File: src/rtl/adc_seq_pkg.sv
package adc_seq_pkg;
  typedef struct packed {
    logic startConv;
    logic finishConv;
    logic clearReady;
    logic wrMux;
    logic wrGain;
    logic wrCtrl;
  } seqStrobe_t;

  typedef enum logic [1:0] {
    TRIG_OFF  = 2'd0,
    TRIG_SW   = 2'd1,
    TRIG_EXT  = 2'd2,
    TRIG_PACE = 2'd3
  } trigSel_t;

  localparam logic [2:0] ADDR_DATA_LO = 3'd0;
  localparam logic [2:0] ADDR_DATA_HI = 3'd1;
  localparam logic [2:0] ADDR_MUX     = 3'd2;
  localparam logic [2:0] ADDR_STATUS  = 3'd3;
  localparam logic [2:0] ADDR_CTRL    = 3'd4;
endpackage

File: src/rtl/adc_seq_ctrl.sv
module adc_seq_ctrl
  import adc_seq_pkg::*;
#(
  parameter int CONV_CYCLES = 4
) (
  input  logic       clk,
  input  logic       rstN,
  input  logic       busWr,
  input  logic [2:0] busAddr,
  input  trigSel_t   trigSrc,
  input  logic       extTrig,
  input  logic       pacerTick,
  output seqStrobe_t strb,
  output logic       busy
);
  localparam int CNT_W = $clog2(CONV_CYCLES + 1);

  logic [CNT_W-1:0] cnt;
  logic             trigHit;

  always_comb begin
    case (trigSrc)
      TRIG_SW:   trigHit = busWr && (busAddr == ADDR_DATA_LO);
      TRIG_EXT:  trigHit = extTrig;
      TRIG_PACE: trigHit = pacerTick;
      default:   trigHit = 1'b0;
    endcase
    strb.startConv  = trigHit && !busy;
    strb.finishConv = busy && (cnt == '0);
    strb.clearReady = busWr && (busAddr == ADDR_STATUS);
    strb.wrMux      = busWr && (busAddr == ADDR_MUX);
    strb.wrGain     = busWr && (busAddr == ADDR_DATA_HI);
    strb.wrCtrl     = busWr && (busAddr == ADDR_CTRL);
  end

  always_ff @(posedge clk) begin
    if (!rstN) begin
      busy <= 1'b0;
      cnt  <= '0;
    end else if (strb.startConv) begin
      busy <= 1'b1;
      cnt  <= CNT_W'(CONV_CYCLES - 1);
    end else if (strb.finishConv) begin
      busy <= 1'b0;
    end else if (busy) begin
      cnt <= cnt - 1'b1;
    end
  end
endmodule

File: src/rtl/adc_seq_dp.sv
module adc_seq_dp
  import adc_seq_pkg::*;
#(
  parameter int NUM_CH   = 16,
  parameter int GAIN_W   = 4,
  parameter int SAMPLE_W = 12
) (
  input  logic                      clk,
  input  logic                      rstN,
  input  seqStrobe_t                strb,
  input  logic                      busy,
  input  logic [2:0]                busAddr,
  input  logic [7:0]                busWrData,
  input  logic                      singleEnded,
  input  logic                      unipolar,
  output logic [7:0]                busRdData,
  output trigSel_t                  trigSrc,
  output logic                      irqOut,
  output logic                      dmaReq,
  output logic [2:0]                irqNum,
  output logic [$clog2(NUM_CH)-1:0] curChan,
  output logic [$clog2(NUM_CH)-1:0] muxFirst,
  output logic [$clog2(NUM_CH)-1:0] muxLast,
  output logic                      readyFlag
);
  localparam int CH_W   = $clog2(NUM_CH);
  localparam int STUB_W = GAIN_W + 2 * CH_W;
  localparam int RES_W  = SAMPLE_W + CH_W;

  logic [GAIN_W-1:0]   gainTbl [NUM_CH];
  logic [7:0]          ctrlReg;
  logic [CH_W-1:0]     convChan;
  logic [CH_W-1:0]     nextChan;
  logic [CH_W:0]       incChan;
  logic [CH_W:0]       activeCount;
  logic [STUB_W-1:0]   stubRaw;
  logic [SAMPLE_W-1:0] adcValue;
  logic [15:0]         result;
  logic [7:0]          statusByte;

  // Per-channel gain table
  for (genvar g = 0; g < NUM_CH; g++) begin : g_gain
    always_ff @(posedge clk) begin
      if (!rstN) gainTbl[g] <= '0;
      else if (strb.wrGain && curChan == CH_W'(g)) gainTbl[g] <= busWrData[GAIN_W-1:0];
    end
  end

  // Behavioural converter stub
  assign stubRaw  = {gainTbl[convChan], convChan, convChan ^ CH_W'(10)};
  assign adcValue = SAMPLE_W'(stubRaw);

  // Channel advance with window wrap and active-count wrap
  always_comb begin
    incChan     = {1'b0, curChan} + 1'b1;
    activeCount = singleEnded ? (CH_W+1)'(NUM_CH) : (CH_W+1)'(NUM_CH / 2);
    if (curChan == muxLast)        nextChan = muxFirst;
    else if (incChan >= activeCount) nextChan = '0;
    else                           nextChan = incChan[CH_W-1:0];
  end

  always_ff @(posedge clk) begin
    if (!rstN) begin
      muxFirst  <= '0;
      muxLast   <= '0;
      curChan   <= '0;
      convChan  <= '0;
      ctrlReg   <= '0;
      result    <= '0;
      readyFlag <= 1'b0;
    end else begin
      if (strb.wrCtrl) ctrlReg <= busWrData;
      if (strb.startConv) convChan <= curChan;
      if (strb.wrMux) begin
        muxFirst <= busWrData[CH_W-1:0];
        muxLast  <= busWrData[4 +: CH_W];
        curChan  <= busWrData[CH_W-1:0];
      end else if (strb.finishConv) begin
        curChan <= nextChan;
      end
      if (strb.finishConv) begin
        result    <= 16'({adcValue, convChan});
        readyFlag <= 1'b1;
      end else if (strb.clearReady) begin
        readyFlag <= 1'b0;
      end
    end
  end

  assign trigSrc    = trigSel_t'(ctrlReg[1:0]);
  assign irqNum     = ctrlReg[6:4];
  assign dmaReq     = readyFlag && ctrlReg[2];
  assign irqOut     = readyFlag && ctrlReg[7] && !ctrlReg[2];
  assign statusByte = {busy, unipolar, singleEnded, readyFlag, 4'(curChan)};

  always_comb begin
    case (busAddr)
      ADDR_DATA_LO: busRdData = result[7:0];
      ADDR_DATA_HI: busRdData = result[15:8];
      ADDR_MUX:     busRdData = {4'(muxLast), 4'(muxFirst)};
      ADDR_STATUS:  busRdData = statusByte;
      ADDR_CTRL:    busRdData = ctrlReg;
      default:      busRdData = 8'h00;
    endcase
  end

  logic unusedRes;
  assign unusedRes = ^RES_W;
endmodule

File: src/rtl/adc_scan_seq.sv
module adc_scan_seq
  import adc_seq_pkg::*;
#(
  parameter int NUM_CH      = 16,
  parameter int GAIN_W      = 4,
  parameter int SAMPLE_W    = 12,
  parameter int CONV_CYCLES = 4
) (
  input  logic       clk,
  input  logic       rstN,
  input  logic       busWr,
  input  logic [2:0] busAddr,
  input  logic [7:0] busWrData,
  output logic [7:0] busRdData,
  input  logic       singleEnded,
  input  logic       unipolar,
  input  logic       extTrig,
  input  logic       pacerTick,
  output logic       irqOut,
  output logic       dmaReq,
  output logic [2:0] irqNum
);
  localparam int CH_W = $clog2(NUM_CH);

  seqStrobe_t      strb;
  trigSel_t        trigSrc;
  logic            busy;
  logic            readyFlag;
  logic [CH_W-1:0] curChan;
  logic [CH_W-1:0] muxFirst;
  logic [CH_W-1:0] muxLast;

  adc_seq_ctrl #(.CONV_CYCLES(CONV_CYCLES)) u_ctrl (
    .clk(clk), .rstN(rstN), .busWr(busWr), .busAddr(busAddr),
    .trigSrc(trigSrc), .extTrig(extTrig), .pacerTick(pacerTick),
    .strb(strb), .busy(busy)
  );

  adc_seq_dp #(.NUM_CH(NUM_CH), .GAIN_W(GAIN_W), .SAMPLE_W(SAMPLE_W)) u_dp (
    .clk(clk), .rstN(rstN), .strb(strb), .busy(busy), .busAddr(busAddr),
    .busWrData(busWrData), .singleEnded(singleEnded), .unipolar(unipolar),
    .busRdData(busRdData), .trigSrc(trigSrc), .irqOut(irqOut), .dmaReq(dmaReq),
    .irqNum(irqNum), .curChan(curChan), .muxFirst(muxFirst), .muxLast(muxLast),
    .readyFlag(readyFlag)
  );
endmodule

File: config.mk
export PLATFORM = sky130hd
export DESIGN_NAME = adc_scan_seq
export DESIGN_NICKNAME = d
export VERILOG_FILES = /design/src/rtl/adc_seq_pkg.sv /design/src/rtl/adc_seq_ctrl.sv /design/src/rtl/adc_seq_dp.sv /design/src/rtl/adc_scan_seq.sv
export SDC_FILE = /design/constraint.sdc
export NUM_CORES = 1
export LEC_CHECK = 0
export ABC_AREA = 1
export BUFFER_PORTS_ARGS = -buffer_cell sky130_fd_sc_hd__buf_2
export CAP_MARGIN = 15
export CORE_ASPECT_RATIO = 0.5
export CORE_MARGIN = 2
export CORE_UTILIZATION = 45
export CTS_CLUSTER_SIZE = 40
export DETAILED_ROUTE_END_ITERATION = 7
export GPL_TIMING_DRIVEN = 0
export PLACE_DENSITY = 0.58
export SLEW_MARGIN = 0
export SYNTH_ARGS = -nofsm -noshare
export SYNTH_HDL_FRONTEND = slang
export SYNTH_SLANG_ARGS = --single-unit
export TNS_END_PERCENT = 10
File: constraint.sdc
create_clock -name clk -period 1.9 [get_ports clk]
set_clock_uncertainty 0.05 [all_clocks]
set_input_delay 0.095 -clock clk [delete_from_list [all_inputs] [get_ports clk]]
set_output_delay 0.095 -clock clk [all_outputs]
set_load 0.01 [all_outputs]
=== Word level (Yosys, flattened, before mapping) ===
Memory sizes are Yosys's and may differ from the RTL's. A register that Yosys moved wholly into a read port is not among the register bits.
Cells that the tools add are included.

* Memory bits (writable): 64
* Input port bits: 18
* Output and inout port bits: 13
* Word-level logic and storage cells: 175
* Memories kept: 1
* Register bits after elaboration: 45

{| class="wikitable"
|+ Memories
! memory !! depth !! bits a word !! read ports !! clocked after Yosys merged registers in !! wr ports !! line !! source
|-
| u_dp.gainTbl || 16 || 4 || 1 || 1 || 16 || adc_seq_dp.sv:30 || <nowiki>logic [GAIN_W-1:0] gainTbl [NUM_CH];</nowiki>
|}

* Multiplexer cells: 79
* Bitwise gates (word level): 19
* $add $sub $neg: 2
* Eq/ne operators: 24
* Reduce and logical (&&, ||, !) cells: 39
* Magnitude comparators: 1

{| class="wikitable"
|+ Operators with widths
! cell !! number
|-
| $mux 4 || 20
|-
| $mux 1 || 53
|-
| $pmux 8 s5 || 1
|-
| $eq 4x4->1 const B || 8
|-
| $logic_and 1x1->1 || 26
|-
| $eq 4x3->1 const B || 4
|-
| $or 1x1->1 || 16
|-
| $eq 4x2->1 const B || 2
|-
| $reduce_bool 2->1 || 4
|-
| $eq 3x2->1 const B || 2
|-
| $logic_not 3->1 || 2
|-
| $mux 2 || 3
|-
| $add 4x1->5 const B || 1
|-
| $ge 5x5->1 || 1
|-
| $mux 5 || 1
|-
| $eq 2x2->1 const B || 2
|-
| $eq 4x1->1 const B || 1
|-
| $eq 4x4->1 || 1
|-
| $logic_not 4->1 || 1
|-
| $reduce_and 2->1 || 2
|-
| $eq 3x1->1 const B || 1
|-
| $eq 3x3->1 const B || 1
|-
| $logic_not 1->1 || 3
|-
| $pmux 1 s3 || 1
|-
| 6 further kinds || 7
|}

=== Longest topological paths before layout ===
Gate-level depths: netlist of run 1.

* Word-level depth: 7
* Mapped depth: 14
* Mapped depth without buffers: 13

=== Cells and area by module ===
A second synthesis of run 1 with hierarchy kept.

* Cells, all modules: 674
* Area, all modules: 5241.3 µm²

{| class="wikitable"
|+ By module, submodules not included
! module !! area an instance (µm²) !! instances !! cells an instance !! seq. area each (µm²)
|-
| adc_seq_dp || 4928.5 || 1 || 628 || 2622.5
|-
| adc_seq_ctrl || 312.8 || 1 || 46 || 80.1
|}

=== Least setup slack after synthesis of run 1 ===
No wires, ideal clock.

* Kind: register to register
* Start: register u_dp.curChan[2]
* End: memory u_dp.gainTbl[4][0], enable pin
* Setup time: 361 ps
* Setup slack: 193 ps
* Buffers on the path: 1
* Required time: 1489 ps
* Arrival: 1296 ps
* Clock period less this slack: 1707 ps
* Cell stages (with the launch flop): 6
* Cells stage by stage: dfxtp_1 -> buf_2 -> inv_1 -> nor2_1 -> inv_1 -> o21ai_0

{| class="wikitable"
|+ RTL lines
! what !! line !! source
|-
| start: declaration || adc_seq_dp.sv:21 || <nowiki>output logic [$clog2(NUM_CH)-1:0] curChan,</nowiki>
|-
| start signal: assignment || adc_seq_dp.sv:77 || <nowiki>curChan <= busWrData[CH_W-1:0];</nowiki>
|-
| start signal: assignment || adc_seq_dp.sv:79 || <nowiki>curChan <= nextChan;</nowiki>
|-
| end: declaration || adc_seq_dp.sv:30 ||
|}

=== Final worst setup path of run 1 ===
* Start: register u_ctrl.cnt[0]
* End: register u_dp.result[13] (read register of u_dp.gainTbl)

* Word-level cells in the longest chain between the ends: 2

{| class="wikitable"
|+ Ends and longest elaborated chain
! what !! line !! source
|-
| start: declaration || adc_seq_ctrl.sv:18 || <nowiki>logic [CNT_W-1:0] cnt;</nowiki>
|-
| start signal: assignment || adc_seq_ctrl.sv:42 || <nowiki>cnt <= CNT_W'(CONV_CYCLES - 1);</nowiki>
|-
| start signal: assignment || adc_seq_ctrl.sv:46 || <nowiki>cnt <= cnt - 1'b1;</nowiki>
|-
| $logic_not 3->1 || adc_seq_ctrl.sv:29 || <nowiki>strb.finishConv = busy && (cnt == '0);</nowiki>
|-
| $logic_and 1x1->1 || adc_seq_ctrl.sv:29 ||
|-
| end: declaration || adc_seq_dp.sv:38 || <nowiki>logic [15:0] result;</nowiki>
|}

No other way between the ends.
A chain may end at the register's enable or synchronous reset.

==> flow_summary.yaml, run 1 <==
status:
  status: "complete, no violations"
pwr:
  p_total_mw: 5.016
  peakVddDrop_v: 0.0004954
  power_density_nw_per_um2: 816.4
  power_leakage_nw: 2.665
clock_network:
  numCtsBuffers: 9
  clk_latency_ns: 0.35
  cts_tree: "done"
  cts.sinks: 103
  cts.htree.levels: 3
  root_buffer: "clkbuf_16"
  clk_pin_slew_ns: 0.07
  cts.path.max_buffers: 2
min_path:
  hold_path_class: "primary input to flip-flop"
  holdPathStages: 3
  min_from: "busWrData[4]"
  holdPathEnd: "u_dp.muxLast[0]$_SDFFE_PN0P_"
logic_synthesis:
  synth_fp_nets: 710
  ys_warn_count: 0
  synth_cell_types: 31
  ys_seq_elements: 103
  syn_avg_cell_area_um2: 7.896
  syn-instance-count: 683
  yosysSeqAreaShare_pct: 50.12
  post_synth_instance_area_um2: 5393
detailed_routing:
  wl_um: 14050
  post_drt_wl_per_cell_um: 15.66
  drtIter0Drc: 307
  vias_per_cell: 5.081
  remaining_drc_errors: 0
  dr.pass1.iters: 4
  dr_total_vias: 4558
  drtAntennaViolNets: 0
sta:
  hold_viol: 0
  fin_crit_sh_pct: 97.56
  finalWorstSetupSlack_ns: 0.04645
  fmax_ghz: 0.5395
  finalSetupTns_ns: 0
  tightest_slew_ns: 0.6313
  setup_viol: 0
  layout_min_cycle_time_ns: 1.854
  maxSlewHeadroom_pct: 57.91
  drv_slew: 0
  holdWs_ns: 0.01626
run:
  drv_cap: 0
layout:
  fillCellCount: 1146
  diodes: 0
  finish.utilization_pct: 52.35
  nNetsFinal: 754
  drive_above_1_share_pct: 15.03
  area_growth_pct: 13.92
  final_cell_mix: "nand2_1, nor2_1, inv_1"
  final_common_cell: "nand2_1"
global_route:
  grt_use_total_pct: 22.38
  grt_overflow: 0
  grt_max_degree: 19
  grt_pass1_vias: 4105
  antenna_found_initial: 0
  grt_pass1_wl_um: 21480
setup_path:
  critPathKind: "flip-flop to flip-flop"
  crit_chain: "inv_1 -> ha_1 -> nand3_1 -> buf_2 -> nor2_2 -> nand3_1 -> nand3_1 -> nand2_1 -> inv_1"
  crit_fanout: 10
  timing.rr.end: "u_dp.result[13]$_SDFFE_PN0P_"
  worst_ep_required_time_ns: 2.15
  crit_family: "simple AND/OR/NAND/NOR gates"
  startpoint_type: "flip-flop"
  cp_slowest_cell: "nor2_2"
  end_kind: "flip-flop"
  max_stage_delay_ns: 0.33
  rrSetupSlack_ns: 0.05
  cp.buffers_inverters: 3
  reg2reg_from: "u_ctrl.cnt[0]$_SDFFE_PN0P_"
  arrival_ns: 2.10
  worst_path_most_repeated_cell: "nand3_1"
  r2r_cells: 9
floorplan:
  die_h_um: 81.41
  die_area_um2: 12930
  initial_utilization_pct: 45.95
  core_um2: 11740
  dieWidth_um: 158.8
  placementRows: 28
  io_pins: 31
place:
  place.gp.congestion: 0.8996
  preCtsSetupSlack_ns: -0.3294
  dpl.hpwl_um: 10660
  io_buffers: 29
synthesized netlist by cell type:
cell       number  area share, %
a21oi_1        28            2.6
nor3_1          1          0.093
inv_4           1           0.12
nand3_1        66            6.1
edfxtp_1       64             36
ha_1            9            2.1
buf_4           4           0.56
nand2_4         2           0.42
nor2_4          3           0.63
o211ai_1        3           0.42
inv_1          94            6.5
dfxtp_1        39             14
nand3_4         1           0.32
o22ai_1         4           0.46
clkbuf_1       12           0.84
a211oi_1        3           0.42
inv_2           8           0.56
nand3_2        11            2.0
nor2_1        103            7.2
buf_6           2           0.42
xor2_1          2           0.32
o21ai_0        45            4.2
buf_2          13            1.2
nand2_1       152             11
o221ai_1        2           0.32
nand4_2         1           0.23
o2111ai_1       1           0.16
a21oi_2         1           0.16
nor2_2          2           0.23
o21ai_1         1          0.093
nand2_2         5           0.58
sequential cells by signal, summed over array words and instances, names as in the netlist:
register / flops
u_ctrl.busy: 1
u_dp.muxFirst: 4
u_dp.ctrlReg: 8
u_dp.muxLast: 4
u_dp.gainTbl: 64
u_dp.result: 10
u_dp.curChan: 4
u_ctrl.cnt: 3
u_dp.convChan: 4
u_dp.readyFlag: 1
what timing repair did:
item,in CTS,in global routing
hold buffers,3,0
setup buffers,0,1
pin swaps,0,2
hold endpoints to repair,4,0
gates resized for setup,14,14
endpoints found under the setup margin,48,52
how the worst max path moves through the flow:
| stage | start | to | slack [ns] | cells past startpoint |
|---|---|---|---|---|
| after CTS | u_dp.curChan[3]$_SDFFE_PN0P_ | u_dp.gainTbl[8][1]$_SDFFCE_PN0P_ | -0.01 | 4 |
| after global routing | u_dp.curChan[3]$_SDFFE_PN0P_ | u_dp.curChan[0]$_SDFFE_PN0P_ | -0.02 | 13 |
| after global placement | u_dp.curChan[3]$_SDFFE_PN0P_ | u_dp.gainTbl[8][2]$_SDFFCE_PN0P_ | -0.32 | 4 |
| after floorplan | u_dp.curChan[2]$_SDFFE_PN0P_ | u_dp.gainTbl[4][0]$_SDFFCE_PN0P_ | 0.19 | 5 |
| final | u_ctrl.cnt[0]$_SDFFE_PN0P_ | u_dp.result[13]$_SDFFE_PN0P_ | 0.05 | 9 |
| after detailed placement | u_dp.curChan[3]$_SDFFE_PN0P_ | u_dp.gainTbl[8][1]$_SDFFCE_PN0P_ | -0.33 | 4 |
worst min-delay path: stages:
cell and delay [ns]:
buf_2 0.10, o21ai_0 0.08, a21oi_1 0.10
cell type report:
| class | count | area [um^2] | area share, % |
|---|---|---|---|
| Sequential cell | 103 | 2713 | 44.15 |
| Multi-Input combinational cell | 446 | 2153 | 35.05 |
| Inverter | 103 | 389.1 | 6.334 |
| Clock buffer | 9 | 225.2 | 3.666 |
| Tap cell | 165 | 206.4 | 3.360 |
| Timing Repair Buffer | 33 | 182.7 | 2.974 |
| Buffer | 31 | 168.9 | 2.749 |
| Clock inverter | 7 | 105.1 | 1.711 |
kinds of logic after synthesis:
family	after synthesis	synth area share [%]
AO/OA/AOI/OAI	88	8.817
XOR/XNOR	2	0.3249
adder cells (fa/ha/maj)	9	2.088
buffers and inverters	134	10.23
flip-flops	103	50.12
AND/OR/NAND/NOR	347	28.42
metrics by stage:
stage               cell area (um^2)  instances
global route                    6143        897
floorplan                       5393        683
detailed placement              5744        877
CTS                             6110        896
finish                          6143        897
global placement                5744        877
power by group:
| group | leakage [nW] | switching (mW) | internal [mW] |
|---|---|---|---|
| Clock | 0.158 | 0.881 | 1.17 |
| Sequential | 0.980 | 0.0372 | 2.44 |
| Combinational | 1.53 | 0.338 | 0.143 |
| Total | 2.67 | 1.26 | 3.76 |
routing by layer:
layer	GRT usage [%]	routed length, um	vias up
met2	36.81	6134	137
li1	-	-	2280
met3	5.107	816	22
met5	0	0	-
met1	29.67	6849	2119
met4	7.615	250	0
Power figures use the tool's default switching activity.
==> run 2, diff against run 1 <==
- CORE_UTILIZATION: 45 -> 60
- PLACE_DENSITY: 0.58 -> 0.75
- SETUP_SLACK_MARGIN: unset -> 0.15
==> flow_summary.yaml, run 2 (synthesized netlist as in run 1, its figures left out) <==
pwr:
  power_leakage_nw: 2.704
  power_frac_comb_pct: 9.8
  clock_power_share_pct: 41.3
  internal-power_mw: 3.870
  p_sw_share_pct: 23.67
  power_density_nw_per_um2: 821.2
  switchingPower_mw: 1.200
  p_seq_share_pct: 48.9
  peakVddDrop_v: 0.0005022
detailed_routing:
  wl_um: 13640
  post_drt_wl_per_cell_um: 16.07
  remaining_drc_errors: 0
  wl_met1_um: 6023
  vias_per_cell: 5.470
  wl_met3_um: 1241
  dr.pass1.iters: 5
  dr_total_vias: 4644
  drtIter0Drc: 434
  wl_met2_um: 6109
  highest_layer: "met4"
  drtAntennaViolNets: 0
layout:
  drive_above_1_share_pct: 17.49
  area_growth_pct: 14.50
  regMostFlops: "u_dp.gainTbl"
  reg_top3: "u_dp.gainTbl: 64 flops, u_dp.result: 10 flops, u_dp.ctrlReg: 8 flops"
  design_area_um2: 6175
  final_common_cell: "nand2_1"
  final_cell_mix: "nand2_1, nor2_1, inv_1"
  diodes: 0
  largest_reg_flops: 64
  nNetsFinal: 754
status:
  status: "complete, no violations"
global_route:
  grt_overflow: 0
  grt_pass1_vias: 4428
  antenna_found_initial: 0
  grt_max_degree: 17
  grt_pass1_wl_um: 21780
  grt_use_total_pct: 28.86
setup_path:
  crit_chain: "inv_1 -> ha_1 -> nand2_2 -> o21ai_0"
  arrival_ns: 1.75
  crit_fanout: 8
  startpoint_type: "flip-flop"
  critPathKind: "flip-flop to flip-flop"
  end_kind: "flip-flop"
  max_stage_delay_ns: 0.51
  cp_slowest_cell: "o21ai_0"
  worst_ep_required_time_ns: 1.83
run:
  drv_cap: 0
sta:
  finalSetupTns_ns: 0
  setup_viol: 0
  tightest_slew_ns: 0.6410
  fmax_ghz: 0.5515
  hold_viol: 0
  maxSlewHeadroom_pct: 57.27
  drv_slew: 0
  layout_min_cycle_time_ns: 1.813
  rsz0062_at_grt: "true"
  fin_crit_sh_pct: 95.43
  holdWs_ns: 0.006261
floorplan:
  dieWidth_um: 138.1
  io_pins: 31
  die_h_um: 71.04
  core_um2: 8708
  placementRows: 24
  initial_utilization_pct: 61.93
  die_area_um2: 9808
clock_network:
  cts_tree: "done"
  clk_latency_ns: 0.35
  numCtsBuffers: 9
  cts.sinks: 103
  cts.path.max_buffers: 2
  cts.htree.levels: 3
  root_buffer: "clkbuf_16"
  clk_pin_slew_ns: 0.07
place:
  place.gp.congestion: 0.9930
  dpl.hpwl_um: 10110
  dpl_cell_area_um2: 5684
  io_buffers: 29
min_path:
  hold_path_class: "primary input to flip-flop"
[run 2: worst paths after layout]
path                                                   start                                 to  slack [ns]  cells past startpoint
worst min-delay path                            busWrData[4]       u_dp.ctrlReg[4]$_SDFFE_PN0P_       0.006                      3
worst max register to register  u_dp.curChan[0]$_SDFFE_PN0P_  u_dp.gainTbl[14][3]$_SDFFCE_PN0P_        0.09                      4
worst max-delay path            u_dp.curChan[0]$_SDFFE_PN0P_  u_dp.gainTbl[14][3]$_SDFFCE_PN0P_        0.09                      4
worst min register to register  u_dp.ctrlReg[3]$_SDFFE_PN0P_       u_dp.ctrlReg[3]$_SDFFE_PN0P_        0.42                      2
[run 2: repair_timing]
action | 4_1_cts | 5_1_grt
setup endpoints to repair | 66 | 86
gates resized for setup | 16 | 39
pin swaps | 0 | 1
hold buffers | 3 | 0
hold endpoints to repair | 3 | 0
setup buffers | 0 | 1
[run 2: per-layer routing]
layer  GRT usage, %  vias to the layer above
met3          5.890                       29
met2          47.19                      229
li1               -                     2279
met1          39.18                     2107
met5              0                        -
met4          9.751                        0
[run 2: cell type report]
type | instances | area (um^2)
timing repair buffer | 33 | 182.7
clock buffer | 9 | 225.2
multi-input combinational | 446 | 2228
buffer | 31 | 181.4
sequential | 103 | 2710
inverter | 103 | 389.1
tap | 117 | 146.4
clock inverter | 7 | 111.4
fill | 690 | 2534
[run 2: worst max-delay path: cells and delay by family, from the launching register on]
kind | cells | cell delay, ns
compound gates | 1 | 0.51
fa+ha+maj | 1 | 0.19
buf+inv | 1 | 0.18
flops | 1 | 0.38
simple gates | 1 | 0.14
[run 2: power by group through the flow]
stage	Sequential, mW	Combinational (mW)	Clock (mW)
CTS	2.48	0.466	2.09
detailed placement	2.53	0.453	0
finish	2.48	0.495	2.09
global placement	2.53	0.444	0
floorplan	2.52	0.315	0
global route	2.49	0.552	2.16
[run 2: metrics by stage]
stage	util, %	worst slack (ns)	cells	total power, mW
3_5_place_dp	65.27	-0.3163	829	2.983
3_3_place_gp	65.27	-0.2644	829	2.970
4_1_cts	69.63	0.03318	848	5.033
6_report	70.91	0.08677	849	5.071
2_1_floorplan	-	0.1928	683	2.833
5_1_grt	70.91	0.01696	849	5.197
==> run 3, diff against run 2 <==
- CORE_ASPECT_RATIO: 0.5 -> 0.7
==> flow_summary.yaml, run 3 (synthesized netlist as in run 1, its figures left out) <==
layout:
  regMostFlops: "u_dp.gainTbl"
  area_growth_pct: 15.99
  final_cell_mix: "nand2_1, nor2_1, inv_1"
  nNetsFinal: 757
  reg_top3: "u_dp.gainTbl: 64 flops, u_dp.result: 10 flops, u_dp.ctrlReg: 8 flops"
  final_common_cell: "nand2_1"
  diodes: 0
  largest_reg_flops: 64
  drive_above_1_share_pct: 19.05
global_route:
  grt_pass1_wl_um: 23030
  grt_overflow: 0
  antenna_found_initial: 0
  grt_max_degree: 18
  grt_use_total_pct: 30.56
  grt_pass1_vias: 4447
min_path:
  hold_path_class: "primary input to flip-flop"
  holdPathEnd: "u_dp.muxLast[0]$_SDFFE_PN0P_"
  min_from: "busWrData[4]"
  holdPathStages: 3
floorplan:
  core_um2: 8583
  die_area_um2: 9774
  dieWidth_um: 117.3
  die_h_um: 83.32
  placementRows: 28
  initial_utilization_pct: 62.83
  io_pins: 31
clock_network:
  cts.htree.levels: 3
  root_buffer: "clkbuf_16"
  cts.sinks: 103
  clk_latency_ns: 0.35
  cts_tree: "done"
  clk_pin_slew_ns: 0.07
  cts.path.max_buffers: 2
  numCtsBuffers: 9
detailed_routing:
  wl_um: 15020
  vias_per_cell: 5.737
  drtIter0Drc: 720
  dr.pass1.iters: 5
  dr_total_vias: 4905
  drtAntennaViolNets: 0
  remaining_drc_errors: 0
  post_drt_wl_per_cell_um: 17.57
place:
  place.gp.congestion: 0.9464
  io_buffers: 29
  dpl.hpwl_um: 11120
run:
  drv_cap: 0
sta:
  holdWs_ns: 0.02528
  hold_viol: 0
  drv_slew: 0
  layout_min_cycle_time_ns: 1.828
  setup_viol: 0
  rsz0062_at_grt: "true"
  fmax_ghz: 0.5471
  maxSlewHeadroom_pct: 48.66
  fin_crit_sh_pct: 96.20
  finalSetupTns_ns: 0
  tightest_slew_ns: 0.7701
setup_path:
  critPathKind: "flip-flop to flip-flop"
  end_kind: "flip-flop"
  crit_fanout: 5
  rrSetupSlack_ns: 0.07
  worst_ep_required_time_ns: 1.89
  arrival_ns: 1.82
  timing.rr.end: "u_dp.gainTbl[5][3]$_SDFFCE_PN0P_"
  reg2reg_from: "u_dp.curChan[2]$_SDFFE_PN0P_"
  startpoint_type: "flip-flop"
  r2r_cells: 6
pwr:
  power_density_nw_per_um2: 802.9
  power_leakage_nw: 2.704
  peakVddDrop_v: 0.0005882
status:
  status: "complete, no violations"
==> run 3: cell count changes in the layout (fill, tap and decap cells not counted), sizes merged <==
cell         change
dlygate4sd3      -1
bufinv           -1
clkinv           -2
clkbuf           -3
buf              +7
clkinvlp         +3
==> run 3: metrics by stage <==
step / setup slack [ns] / cells / area (um^2) / power [mW] / utilization, %
2_1_floorplan: 0.1928 / 683 / 5393 / 2.833 / -
3_3_place_gp: -0.2414 / 832 / 5688 / 2.979 / 66.27
3_5_place_dp: -0.3237 / 832 / 5688 / 2.995 / 66.27
4_1_cts: -0.01828 / 850 / 6070 / 4.947 / 70.71
5_1_grt: -0.009813 / 855 / 6255 / 5.156 / 72.87
6_report: 0.07224 / 855 / 6255 / 5.022 / 72.87
==> run 3: per-layer routing <==
| layer | GRT usage (%) | share of wire, % | vias to the layer above |
|---|---|---|---|
| met4 | 7.229 | 1.1 | 0 |
| li1 | - | - | 2285 |
| met2 | 43.75 | 42 | 307 |
| met3 | 9.135 | 14 | 18 |
| met5 | 0 | 0 | - |
| met1 | 45.48 | 43 | 2295 |
==> run 3: layout make-up <==
type                            instances  area (um^2)
Multi-Input combinational cell        446         2298
Clock buffer                            9        225.2
Tap cell                              120        150.1
Sequential cell                       103         2715
Inverter                              103        399.1
Buffer                                 31        168.9
Timing Repair Buffer                   36        202.7
Fill cell                             667         2328
Clock inverter                          7        95.09
==> run 3: worst max path at each step <==
stage | start | to | slack, ns | cells past startpoint
final | u_dp.curChan[2]$_SDFFE_PN0P_ | u_dp.gainTbl[5][3]$_SDFFCE_PN0P_ | 0.07 | 6
after global routing | u_dp.curChan[2]$_SDFFE_PN0P_ | u_dp.gainTbl[4][3]$_SDFFCE_PN0P_ | -0.01 | 6
after CTS | u_dp.curChan[2]$_SDFFE_PN0P_ | u_dp.gainTbl[0][2]$_SDFFCE_PN0P_ | -0.02 | 4
after detailed placement | u_dp.curChan[3]$_SDFFE_PN0P_ | u_dp.gainTbl[9][2]$_SDFFCE_PN0P_ | -0.32 | 4
after global placement | u_dp.curChan[3]$_SDFFE_PN0P_ | u_dp.gainTbl[8][0]$_SDFFCE_PN0P_ | -0.24 | 4
after floorplan | u_dp.curChan[2]$_SDFFE_PN0P_ | u_dp.gainTbl[4][0]$_SDFFCE_PN0P_ | 0.19 | 5
==> run 3: critical path, stage by stage, from the launching register on <==
cell and delay, ns:
dfxtp_2 0.32, buf_6 0.11, buf_4 0.14, clkinvlp_4 0.18, nor2_4 0.22, clkinvlp_4 0.22, o21ai_4 0.26
==> run 3: where the power goes <==
group / internal, mW / switching, mW
Combinational: 0.161 / 0.381
Clock: 1.16 / 0.836
Sequential: 2.44 / 0.0422
Total: 3.76 / 1.26
==> run 3: timing repair <==
action	in CTS	in global routing
resized for setup	26	41
pin swaps	0	12
hold buffers	2	0
endpoints found under the setup margin	69	78
setup buffers	0	5
endpoints found under the hold margin	2	0
